File: src/rtl/clkbank_pkg.sv
package clkbank_pkg;

    localparam int MAX_CH = 16;
    localparam int SRC_N  = 4;
    localparam int SEL_W  = $clog2(SRC_N);
    localparam int DIV_W  = 2;
    localparam int CNT_W  = (1 << DIV_W) - 1;
    localparam int DATA_W = 32;
    localparam int ADDR_W = 4;

    localparam logic [ADDR_W-1:0] STOP_ADDR = 4'h0;
    localparam logic [ADDR_W-1:0] SRC_ADDR  = 4'h4;
    localparam logic [ADDR_W-1:0] DIV_ADDR  = 4'h8;

    typedef enum logic [1:0] {
        WORD_NONE,
        WORD_STOP,
        WORD_SRC,
        WORD_DIV
    } word_sel_e;

    typedef struct packed {
        logic             stop;
        logic [SEL_W-1:0] src;
        logic [DIV_W-1:0] dexp;
    } chan_cfg_t;

    typedef struct packed {
        logic             sel_d;
        logic             div_d;
        logic             run;
        logic [SEL_W-1:0] src_d;
        logic [CNT_W-1:0] cnt;
    } chan_state_t;

    function automatic word_sel_e decode_addr(input logic [ADDR_W-1:0] a);
        case (a)
            STOP_ADDR: return WORD_STOP;
            SRC_ADDR:  return WORD_SRC;
            DIV_ADDR:  return WORD_DIV;
            default:   return WORD_NONE;
        endcase
    endfunction

    function automatic logic [DATA_W-1:0] low_ones(input int n);
        logic [DATA_W-1:0] m;
        m = '0;
        for (int k = 0; k < DATA_W; k++) begin
            if (k < n) m[k] = 1'b1;
        end
        return m;
    endfunction

    function automatic logic div_tap(input logic lvl,
                                     input logic [CNT_W-1:0] cnt,
                                     input logic [DIV_W-1:0] e);
        logic t;
        t = lvl;
        for (int k = 1; k <= CNT_W; k++) begin
            if (e == DIV_W'(k)) t = cnt[k-1];
        end
        return t;
    endfunction

endpackage

File: src/rtl/clkbank_regs.sv
module clkbank_regs
    import clkbank_pkg::*;
#(
    parameter int NUM_CH = 16
) (
    input  logic                     clk_i,
    input  logic                     rst_i,
    input  logic                     wr_en_i,
    input  logic [ADDR_W-1:0]        addr_i,
    input  logic [DATA_W-1:0]        wdata_i,
    output logic [DATA_W-1:0]        rdata_o,
    output chan_cfg_t [NUM_CH-1:0]   cfg_o
);

    localparam logic [DATA_W-1:0] STOP_MASK  = low_ones(NUM_CH);
    localparam logic [DATA_W-1:0] FIELD_MASK = low_ones(SEL_W * NUM_CH);
    localparam logic [DATA_W-1:0] DIV_MASK   = low_ones(DIV_W * NUM_CH);

    logic [DATA_W-1:0] stop_q;
    logic [DATA_W-1:0] src_q;
    logic [DATA_W-1:0] div_q;
    word_sel_e         wsel;

    assign wsel = decode_addr(addr_i);

    always_ff @(posedge clk_i) begin
        if (rst_i) begin
            stop_q  <= STOP_MASK;
            src_q   <= '0;
            div_q   <= '0;
            rdata_o <= '0;
        end else begin
            if (wr_en_i) begin
                case (wsel)
                    WORD_STOP: stop_q <= wdata_i & STOP_MASK;
                    WORD_SRC:  src_q  <= wdata_i & FIELD_MASK;
                    WORD_DIV:  div_q  <= wdata_i & DIV_MASK;
                    default:   ;
                endcase
            end
            case (wsel)
                WORD_STOP: rdata_o <= stop_q;
                WORD_SRC:  rdata_o <= src_q;
                WORD_DIV:  rdata_o <= div_q;
                default:   rdata_o <= '0;
            endcase
        end
    end

    for (genvar i = 0; i < NUM_CH; i++) begin : g_cfg
        assign cfg_o[i].stop = stop_q[i];
        assign cfg_o[i].src  = src_q[SEL_W*i +: SEL_W];
        assign cfg_o[i].dexp = div_q[DIV_W*i +: DIV_W];
    end

    // a stop-word write lands, masked to existing channels
    assert_stop_write_R2: assert property (@(posedge clk_i) disable iff (rst_i)
        (wr_en_i && wsel == WORD_STOP) |=> (stop_q == ($past(wdata_i) & STOP_MASK)));

    // bits without a channel behind them read as zero
    assert_stop_unused_zero_R2: assert property (@(posedge clk_i) disable iff (rst_i)
        (wsel == WORD_STOP) |=> ((rdata_o & ~STOP_MASK) == '0));

    // reads of unmapped addresses give zero
    assert_unmapped_read_R3: assert property (@(posedge clk_i) disable iff (rst_i)
        (wsel == WORD_NONE) |=> (rdata_o == '0));

    // writes to unmapped addresses leave all words alone
    assert_unmapped_write_R3: assert property (@(posedge clk_i) disable iff (rst_i)
        (wr_en_i && wsel == WORD_NONE) |=> ($stable(stop_q) && $stable(src_q) && $stable(div_q)));

endmodule

File: src/rtl/clkbank_chan.sv
module clkbank_chan
    import clkbank_pkg::*;
(
    input  logic             clk_i,
    input  logic             rst_i,
    input  logic [SRC_N-1:0] src_i,
    input  chan_cfg_t        cfg_i,
    output logic             clk_o
);

    chan_state_t st_q;
    chan_state_t st_d;
    logic        sel;
    logic        sel_rise;
    logic        dclk;
    logic        dclk_rise;
    logic        swap;
    logic        out_d;

    always_comb begin
        sel       = src_i[cfg_i.src];
        sel_rise  = sel & ~st_q.sel_d;
        swap      = (cfg_i.src != st_q.src_d);
        dclk      = div_tap(sel, st_q.cnt, cfg_i.dexp);
        dclk_rise = dclk & ~st_q.div_d;

        st_d       = st_q;
        st_d.sel_d = sel;
        st_d.div_d = dclk;
        st_d.src_d = cfg_i.src;
        if (swap) begin
            st_d.cnt = '0;
        end else if (sel_rise) begin
            st_d.cnt = st_q.cnt + 1'b1;
        end
        if (cfg_i.stop) begin
            st_d.run = 1'b0;
        end else if (dclk_rise) begin
            st_d.run = 1'b1;
        end
        out_d = ~swap & st_d.run & dclk;
    end

    always_ff @(posedge clk_i) begin
        if (rst_i) begin
            st_q  <= '0;
            clk_o <= 1'b0;
        end else begin
            st_q  <= st_d;
            clk_o <= out_d;
        end
    end

    // a stopped channel is low on the next cycle
    assert_stopped_low_R6: assert property (@(posedge clk_i) disable iff (rst_i)
        cfg_i.stop |=> !clk_o);

    // a source change forces one low cycle
    assert_switch_low_R8: assert property (@(posedge clk_i) disable iff (rst_i)
        swap |=> !clk_o);

    // an idle channel only starts on a divided-clock rise
    assert_start_on_rise_R7: assert property (@(posedge clk_i) disable iff (rst_i)
        (!st_q.run && !dclk_rise) |=> !clk_o);

    // the divide counter moves only on a source rise or a switch
    assert_count_hold_R5: assert property (@(posedge clk_i) disable iff (rst_i)
        (!sel_rise && !swap) |=> $stable(st_q.cnt));

endmodule

File: src/rtl/clkbank.sv
module clkbank
    import clkbank_pkg::*;
#(
    parameter int NUM_CH = 16
) (
    input  logic              clk_i,
    input  logic              rst_i,
    input  logic [3:0]        src_clk_i,
    input  logic              wr_en_i,
    input  logic [3:0]        addr_i,
    input  logic [31:0]       wdata_i,
    output logic [31:0]       rdata_o,
    output logic [NUM_CH-1:0] clk_o
);

    logic [SRC_N-1:0]      src_smp_q;
    chan_cfg_t [NUM_CH-1:0] cfg;

    initial begin
        if (NUM_CH < 1 || NUM_CH > MAX_CH) begin
            $error("NUM_CH out of range");
        end
    end

    always_ff @(posedge clk_i) begin
        if (rst_i) src_smp_q <= '0;
        else       src_smp_q <= src_clk_i;
    end

    clkbank_regs #(.NUM_CH(NUM_CH)) u_regs (
        .clk_i   (clk_i),
        .rst_i   (rst_i),
        .wr_en_i (wr_en_i),
        .addr_i  (addr_i),
        .wdata_i (wdata_i),
        .rdata_o (rdata_o),
        .cfg_o   (cfg)
    );

    for (genvar i = 0; i < NUM_CH; i++) begin : g_ch
        clkbank_chan u_chan (
            .clk_i (clk_i),
            .rst_i (rst_i),
            .src_i (src_smp_q),
            .cfg_i (cfg[i]),
            .clk_o (clk_o[i])
        );
    end

endmodule

File: config.mk
export PLATFORM = sky130hd
export DESIGN_NAME = clkbank
export DESIGN_NICKNAME = d
export VERILOG_FILES = /design/src/rtl/clkbank_pkg.sv /design/src/rtl/clkbank_regs.sv /design/src/rtl/clkbank_chan.sv /design/src/rtl/clkbank.sv
export SDC_FILE = /design/constraint.sdc
export NUM_CORES = 1
export LEC_CHECK = 0
export BUFFER_PORTS_ARGS = -buffer_cell sky130_fd_sc_hd__buf_2
export CAP_MARGIN = 25
export CORE_UTILIZATION = 65
export CTS_CLUSTER_SIZE = 20
export DETAILED_ROUTE_END_ITERATION = 16
export GPL_TIMING_DRIVEN = 1
export PLACE_DENSITY = 0.93
export SETUP_SLACK_MARGIN = 0.15
export SYNTH_ARGS = -nofsm -noshare
export SYNTH_HDL_FRONTEND = slang
export SYNTH_HIERARCHICAL = 1
export SYNTH_SLANG_ARGS = --single-unit
File: constraint.sdc
create_clock -name clk_i -period 3.13 [get_ports clk_i]
set_input_delay 0.7825 -clock clk_i [delete_from_list [all_inputs] [get_ports clk_i]]
set_output_delay 0.7825 -clock clk_i [all_outputs]
set_load 0.05 [all_outputs]
Yosys cells after proc, flatten, opt, wreduce, memory -nomap -nowiden
Index checks and enable logic that the tools add are counted.
W data, S select, Z words.
{ "word_totals": {"reg_bits": 260, "inputBits": 43} }
{ "classes": {"n_addsub": 16, "order_cmp": 16, "n_eq_ne": 69, "muxes": 114, "n_bitwise": 112, "reduce_logical": 20} }
{ "ops": {"columns": ["operator", "n"], "rows": [
  ["$mux W1", 96],
  ["$pmux W32 S3", 1],
  ["$eq A2 B2 Y1 const B", 34],
  ["$and A1 B1 Y1", 64],
  ["$add A3 B1 Y3 const B", 16],
  ["$lt A2 B3 Y1 const B", 16],
  ["$not A1 Y1", 48],
  ["$eq A2 B1 Y1 const B", 17],
  ["$bmux W1 S2", 16],
  ["$ne A2 B2 Y1", 16],
  ["$reduce_or A2 Y1", 16],
  ["$pmux W2 S3", 1],
  ["$reduce_and A2 Y1", 3],
  ["$eq A4 B3 Y1 const B", 1],
  ["$eq A4 B4 Y1 const B", 1],
  ["$logic_not A4 Y1", 1]
]} }

Logic depth before layout (Yosys ltp)
Gate-level depths: netlist (run 1).
{ "depth": {"ltp_word": 10, "ltp_mapped": 6, "mapped_depth_nobuf": 4} }

Hierarchy
Netlist (run 1), hierarchy kept.
{ "modules_own_cells": {"columns": ["mod", "n_inst", "cells_each", "area_per_inst_um2", "seq_area_each_um2"], "rows": [
  ["clkbank_chan", 16, 41, 460.4, 180.2],
  ["clkbank_regs", 1, 423, 4555.6, 2242.2],
  ["clkbank", 1, 8, 105.1, 80.1]
]} }

Least setup slack after synthesis (run 1)
Ideal clock, no wire load.
{ "synth_timing": {"path_type": "input-to-reg", "start": "input addr_i[0]", "end": "register u_regs.stop_q[10]", "setup_ns": 0.120, "arrival_ns": 1.882, "t_required_ns": 3.010, "path_slack_ns": 1.129, "stages": 5, "cell_sequence": "buf_4 -> nor4_4 -> nand2_2 -> buf_6 -> a211o_1"} }
{ "synth_via": {"elab_chain_cells": 4} }
{ "synth_rtl": {"columns": ["element", "line", "text"], "rows": [
  ["from (decl)", "clkbank.sv:10", "input logic [3:0] addr_i,"],
  ["$eq A4 B4 Y1 (tied with other cells)", "clkbank_pkg.sv:37", "case (a)"],
  ["$pmux W2 S3 (*)", "clkbank_pkg.sv:37", null],
  ["$eq A2 B1 Y1 (*)", "clkbank_regs.sv:34", "case (wsel)"],
  ["$reduce_and A2 Y1 (no line) (*)", null, null],
  ["to (signal assigned)", "clkbank_regs.sv:35", "WORD_STOP: stop_q <= wdata_i & STOP_MASK;"],
  ["to (decl)", "clkbank_regs.sv:19", "logic [DATA_W-1:0] stop_q;"]
]} }
Mark *: on every way between the ends. The rest lies on a longest branch, timed or not.
A chain may end at the register's enable or synchronous reset.

Worst setup path in the final report (run 1)
{ "layout_timing": {"start": "input addr_i[2]", "end": "register u_regs.rdata_o[10]"} }
{ "layout_via": {"elab_chain_cells": 4} }
{ "layout_rtl": {"columns": ["element", "line", "text"], "rows": [
  ["$eq A4 B4 Y1 (tied with other cells)", "clkbank_pkg.sv:37", null],
  ["$pmux W2 S3 (*)", "clkbank_pkg.sv:37", null],
  ["$eq A2 B2 Y1 / $eq A2 B1 Y1 (equally long branches)", "clkbank_regs.sv:41", "case (wsel)"],
  ["$pmux W32 S3 (*)", "clkbank_regs.sv:41", null],
  ["to (signal assigned)", "clkbank_regs.sv:42", "WORD_STOP: rdata_o <= stop_q;"],
  ["to (signal assigned)", "clkbank_regs.sv:43", "WORD_SRC: rdata_o <= src_q;"],
  ["to (signal assigned)", "clkbank_regs.sv:44", "WORD_DIV: rdata_o <= div_q;"],
  ["to (decl)", "clkbank_regs.sv:11", "output logic [DATA_W-1:0] rdata_o,"]
]} }
Marked as above.

==> results.ini, run 1 <==
[global_routing]
grt_util_met1 = 0.341
busiest_layer = met2
grt_pass1_wl_mm = 43.3
grtUsageMet2 = 0.473
overflow = 0
use_met3 = 0.0457
grtUsageTotal = 0.277
grt_max_degree = 89
antenna_found_initial = 0
first_global_vias = 8710

[drt]
routed_via_density = 6.03
ant_nets = 0
routed_wl_mm = 27.1
wl_per_cell_um = 19.1
first_pass_iters = 5
drc = 0
vias = 8538
drt_iter0_markers = 686

[sta]
hold_ws_ns = 0.443
setup_viol = 0
clock.fmax_ghz = 0.469
worst_pin_slew_ns = 1.06
grt_setup_unrepaired = false
fin_crit_sh = 0.681
slew-limit-headroom = 0.291
setup_slack_ns = 0.999
hold_viol_final = 0
finClkSkew_ns = 0.00647
fin_setup_tns_ns = 0
fin_crit_ns = 2.13
drv_slew = 0

[status]
status = finished clean

[run]
cap_violations = 0

[clock_network]
post-cts-setup-buffers = 0
clock_sinks = 260
cts_tree = done
cts_resized = 0
clk_path_buf_depth = 3
cts.hold.buffers_added = 0
clockRootBuffer = clkbuf_16
clk_latency_ns = 0.53
htreeDepth = 1
numCtsBuffers = 26
clk_pin_slew_ns = 0.06

[hold_path]
hold_path_class = register to register

[setup_path]
cpPeakStageDelay_ns = 0.95
crit_slowest_cell = a2111o_1
start_kind = primary input
endpoint_kind = register
cp_cell_sequence = buf_2 -> a2111o_1 -> buf_4 -> o2bb2ai_1
required_ns = 3.54
worstPathArrival_ns = 2.54
critPathKind = primary input to register
path_max_fanout = 23

[final_layout]
final_util = 0.741
final_cell_mix = dfxtp_1 (260), mux2i_1 (128), nand2b_1 (96)
final_common_cell = dfxtp_1
fin_nets = 1231
num_antenna_cells = 0
syn_to_final_growth_pct = 11.0
drive_gt1_frac = 0.214

[place]
place_ws_ns = 0.582
globalplace.congestion = 0.800
dp_hpwl_mm = 17.0
port_buffers = 90

[die]
pin_count = 91
start_util = 0.667
row_count = 49
die_area_mm2 = 0.0191
coreArea_mm2 = 0.0180
die_x_um = 138
die_h_um = 138

[synth]
ys_seq_area_frac = 0.433
async_flop_share = 0
synth_edf_count = 0
synthCells = 1087
syn-num-nets = 1146
synth_top_area_cell = dfxtp_1
yosys_warnings = 6
yosys_register_bits = 260
synth_top_area_share = 0.433
syn_area_mm2 = 0.0120
syn_avg_cell_area_um2 = 11.1
synth.area.top_cells = dfxtp_1 (43%), mux2i_1 (11%), nand2b_1 (5.0%), xor2_1 (4.7%), a2111oi_4 (3.7%)
synth.distinct_cells = 37
synthFlopType = dfxtp_1

[power_and_ir_drop]
leakage_nw = 5.33
power_density_mw_per_mm2 = 521
ir_drop_uv = 522

## registers in the layout (all words and copies together) (netlist names)
register	flops
src_smp_q	4
u_regs/rdata_o	32
g_ch.u_chan/st_q	128
u_regs/stop_q	16
u_regs/src_q	32
g_ch.u_chan/clk_o	16
u_regs/div_q	32
## per-stage QoR
stage	instance area (µm²)	power, mW	std cells
2_1_floorplan	12000	3.90	1087
3_3_place_gp	12600	4.04	1373
3_5_place_dp	12600	4.06	1373
4_1_cts	13400	6.99	1417
5_1_grt	13400	7.18	1417
6_report	13400	6.96	1417
## report_power, final
group          internal, mW  leakage [nW]  switching (mW)  total, mW
clock                  1.71         0.394            1.25       2.96
sequential             3.38          2.11          0.0845       3.47
combinational         0.247          2.83           0.292      0.539
## cell families after synthesis
kind of cell    share of synthesized area
compound gates                     0.0869
xor+xnor                           0.0466
simple gates                        0.235
buf+inv                            0.0361
fa+ha+maj                          0.0166
flops                               0.433
mux                                 0.146
## path summary, 6_finish.rpt
kind                            cells past startpoint  slack [ns]                    start                       to
worst max-delay path                                4         1.0                addr_i[2]       u_regs/rdata_o[10]
worst min-delay path                                2        0.44  g_ch[15].u_chan/st_q[5]  g_ch[15].u_chan/st_q[5]
worst max register to register                      5        1.33             src_smp_q[2]    g_ch[10].u_chan/clk_o
worst min register to register                      2        0.44  g_ch[15].u_chan/st_q[5]  g_ch[15].u_chan/st_q[5]
## cell type report
class / instances / area [µm²]
multi-input cells: 762 / 6390
flip-flops and latches: 260 / 5200
fillers: 1174 / 4670
clock buffers: 38 / 737
repair buffers: 106 / 614
well taps: 229 / 287
clock inverters: 6 / 61.3
inverters: 16 / 60.1
## per-layer routing
metal	part of all wire	vias up
li1	-	3968
met1	0.41	4158
met2	0.49	326
met3	0.064	86
met4	0.039	0
met5	0	-
## cells in the mapped netlist, types with 17 or more instances
cell      instances
dfxtp_1         260
mux2i_1         128
nand2b_1         96
nor2_1           91
xor2_1           64
nor2b_1          53
a22oi_1          32
nand2_1          32
nand3b_1         32
buf_6            22
and3_1           17
nor3_1           17
## worst max-delay path: cells and delay by family
kind	cells	cell delay, ns
compound gates	2	1.03
buf+inv	2	0.72
Power figures use the tool's default switching activity.
==> run 2: changes to the inputs <==
--- a/config.mk
+++ b/config.mk
@@ -7,11 +7,11 @@
 export LEC_CHECK = 0
 export BUFFER_PORTS_ARGS = -buffer_cell sky130_fd_sc_hd__buf_2
 export CAP_MARGIN = 25
-export CORE_UTILIZATION = 65
+export CORE_UTILIZATION = 54
 export CTS_CLUSTER_SIZE = 20
 export DETAILED_ROUTE_END_ITERATION = 16
 export GPL_TIMING_DRIVEN = 1
-export PLACE_DENSITY = 0.93
+export PLACE_DENSITY = 0.84
 export SETUP_SLACK_MARGIN = 0.15
 export SYNTH_ARGS = -nofsm -noshare
 export SYNTH_HDL_FRONTEND = slang
==> constraint.sdc (replaced) <==
create_clock -name clk_i -period 1.95 [get_ports clk_i]
set_input_delay 0.4875 -clock clk_i [delete_from_list [all_inputs] [get_ports clk_i]]
set_output_delay 0.4875 -clock clk_i [all_outputs]
set_load 0.05 [all_outputs]
==> results.ini, run 2 (synthesized netlist as in run 1, its figures left out) <==
[status]
status = finished clean

[setup_path]
path_max_fanout = 1
critPathKind = register to output pin
required_ns = 1.46
cp_cell_sequence = buf_2
crit_buf_inv = 1
crit_family = flip-flops
crit_slowest_cell = dfxtp_1
start_kind = register
cpPeakStageDelay_ns = 0.38
worstPathArrival_ns = 1.19
endpoint_kind = output pin

[drt]
ant_nets = 0
drc = 0
drt_iter0_markers = 487
first_pass_iters = 5
vias = 8411
wl_per_cell_um = 17.9
routed_via_density = 5.63
routed_wl_mm = 26.8

[die]
die_x_um = 151
die_h_um = 151
start_util = 0.551
row_count = 54
die_area_mm2 = 0.0229
coreArea_mm2 = 0.0218
pin_count = 91

[sta]
clock.fmax_ghz = 0.596
slew-limit-headroom = 0.727
hold_viol_final = 0
setup_slack_ns = 0.271
worst_pin_slew_ns = 0.409
grt_setup_unrepaired = false
fin_crit_sh = 0.861
setup_viol = 0
fin_crit_ns = 1.68
hold_ws_ns = 0.160
drv_slew = 0
finClkSkew_ns = 0.00634
fin_setup_tns_ns = 0

[power_and_ir_drop]
ir_drop_uv = 588
power.total_mw = 11.7
power_density_mw_per_mm2 = 846
leakage_nw = 5.54

[place]
dp_cells = 1442
dp_hpwl_mm = 17.5
placed_area_mm2 = 0.0129
globalplace.congestion = 0.796
port_buffers = 90
place_ws_ns = 0.182

[clock_network]
cts.hold.buffers_added = 0
cts_resized = 0
post-cts-setup-buffers = 0
cts_tree = done
clock_sinks = 260
numCtsBuffers = 28
clockRootBuffer = clkbuf_16
clk_latency_ns = 0.53
htreeDepth = 1
clk_pin_slew_ns = 0.06
clk_path_buf_depth = 3

[final_layout]
top_register = g_ch.u_chan/st_q
fillers = 1656
largest_register_ffs = 128
fin_nets = 1251
final_area_mm2 = 0.0138
final_common_cell = dfxtp_1
num_antenna_cells = 0
drive_gt1_frac = 0.234
fin_cells = 1493
syn_to_final_growth_pct = 14.7
final_cell_mix = dfxtp_1 (260), mux2i_1 (128), nand2b_1 (96)
final_util = 0.632

[global_routing]
overflow = 0
grt_max_degree = 33
grtUsageTotal = 0.237
grt_pass1_wl_mm = 42.6
first_global_vias = 8125
antenna_found_initial = 0

[run]
cap_violations = 0

[hold_path]
hold_path_class = primary input to register

run 2: layout make-up:
class	count	area, µm²	area share
tap	280	350	0.0254
sequential	260	5200	0.377
clock inverter	11	80.1	0.00580
multi-input combinational	762	6390	0.463
clock buffer	40	837	0.0607
timing repair buffer	124	875	0.0634
inverter	16	60.1	0.00435
run 2: path summary, 6_finish.rpt:
kind / start / end / slack, ns / cells after the start
worst max-delay path: g_ch[14].u_chan/clk_o / clk_o[14] / 0.27 / 1
worst min-delay path: src_clk_i[0] / src_smp_q[0] / 0.16 / 2
worst max register to register: src_smp_q[0] / g_ch[9].u_chan/clk_o / 0.35 / 5
worst min register to register: g_ch[14].u_chan/st_q[5] / g_ch[14].u_chan/st_q[5] / 0.44 / 2
run 2: layer usage:
layer,GRT usage,part of all wire,vias up
li1,-,-,4037
met1,0.321,0.46,4123
met2,0.395,0.47,208
met3,0.0280,0.049,43
met4,0.0655,0.020,0
met5,0,0,-
run 2: power breakdown:
part / internal [mW] / switching [mW] / leakage [nW]
sequential: 5.43 / 0.132 / 2.11
clock: 3.10 / 2.11 / 0.466
combinational: 0.434 / 0.472 / 2.96
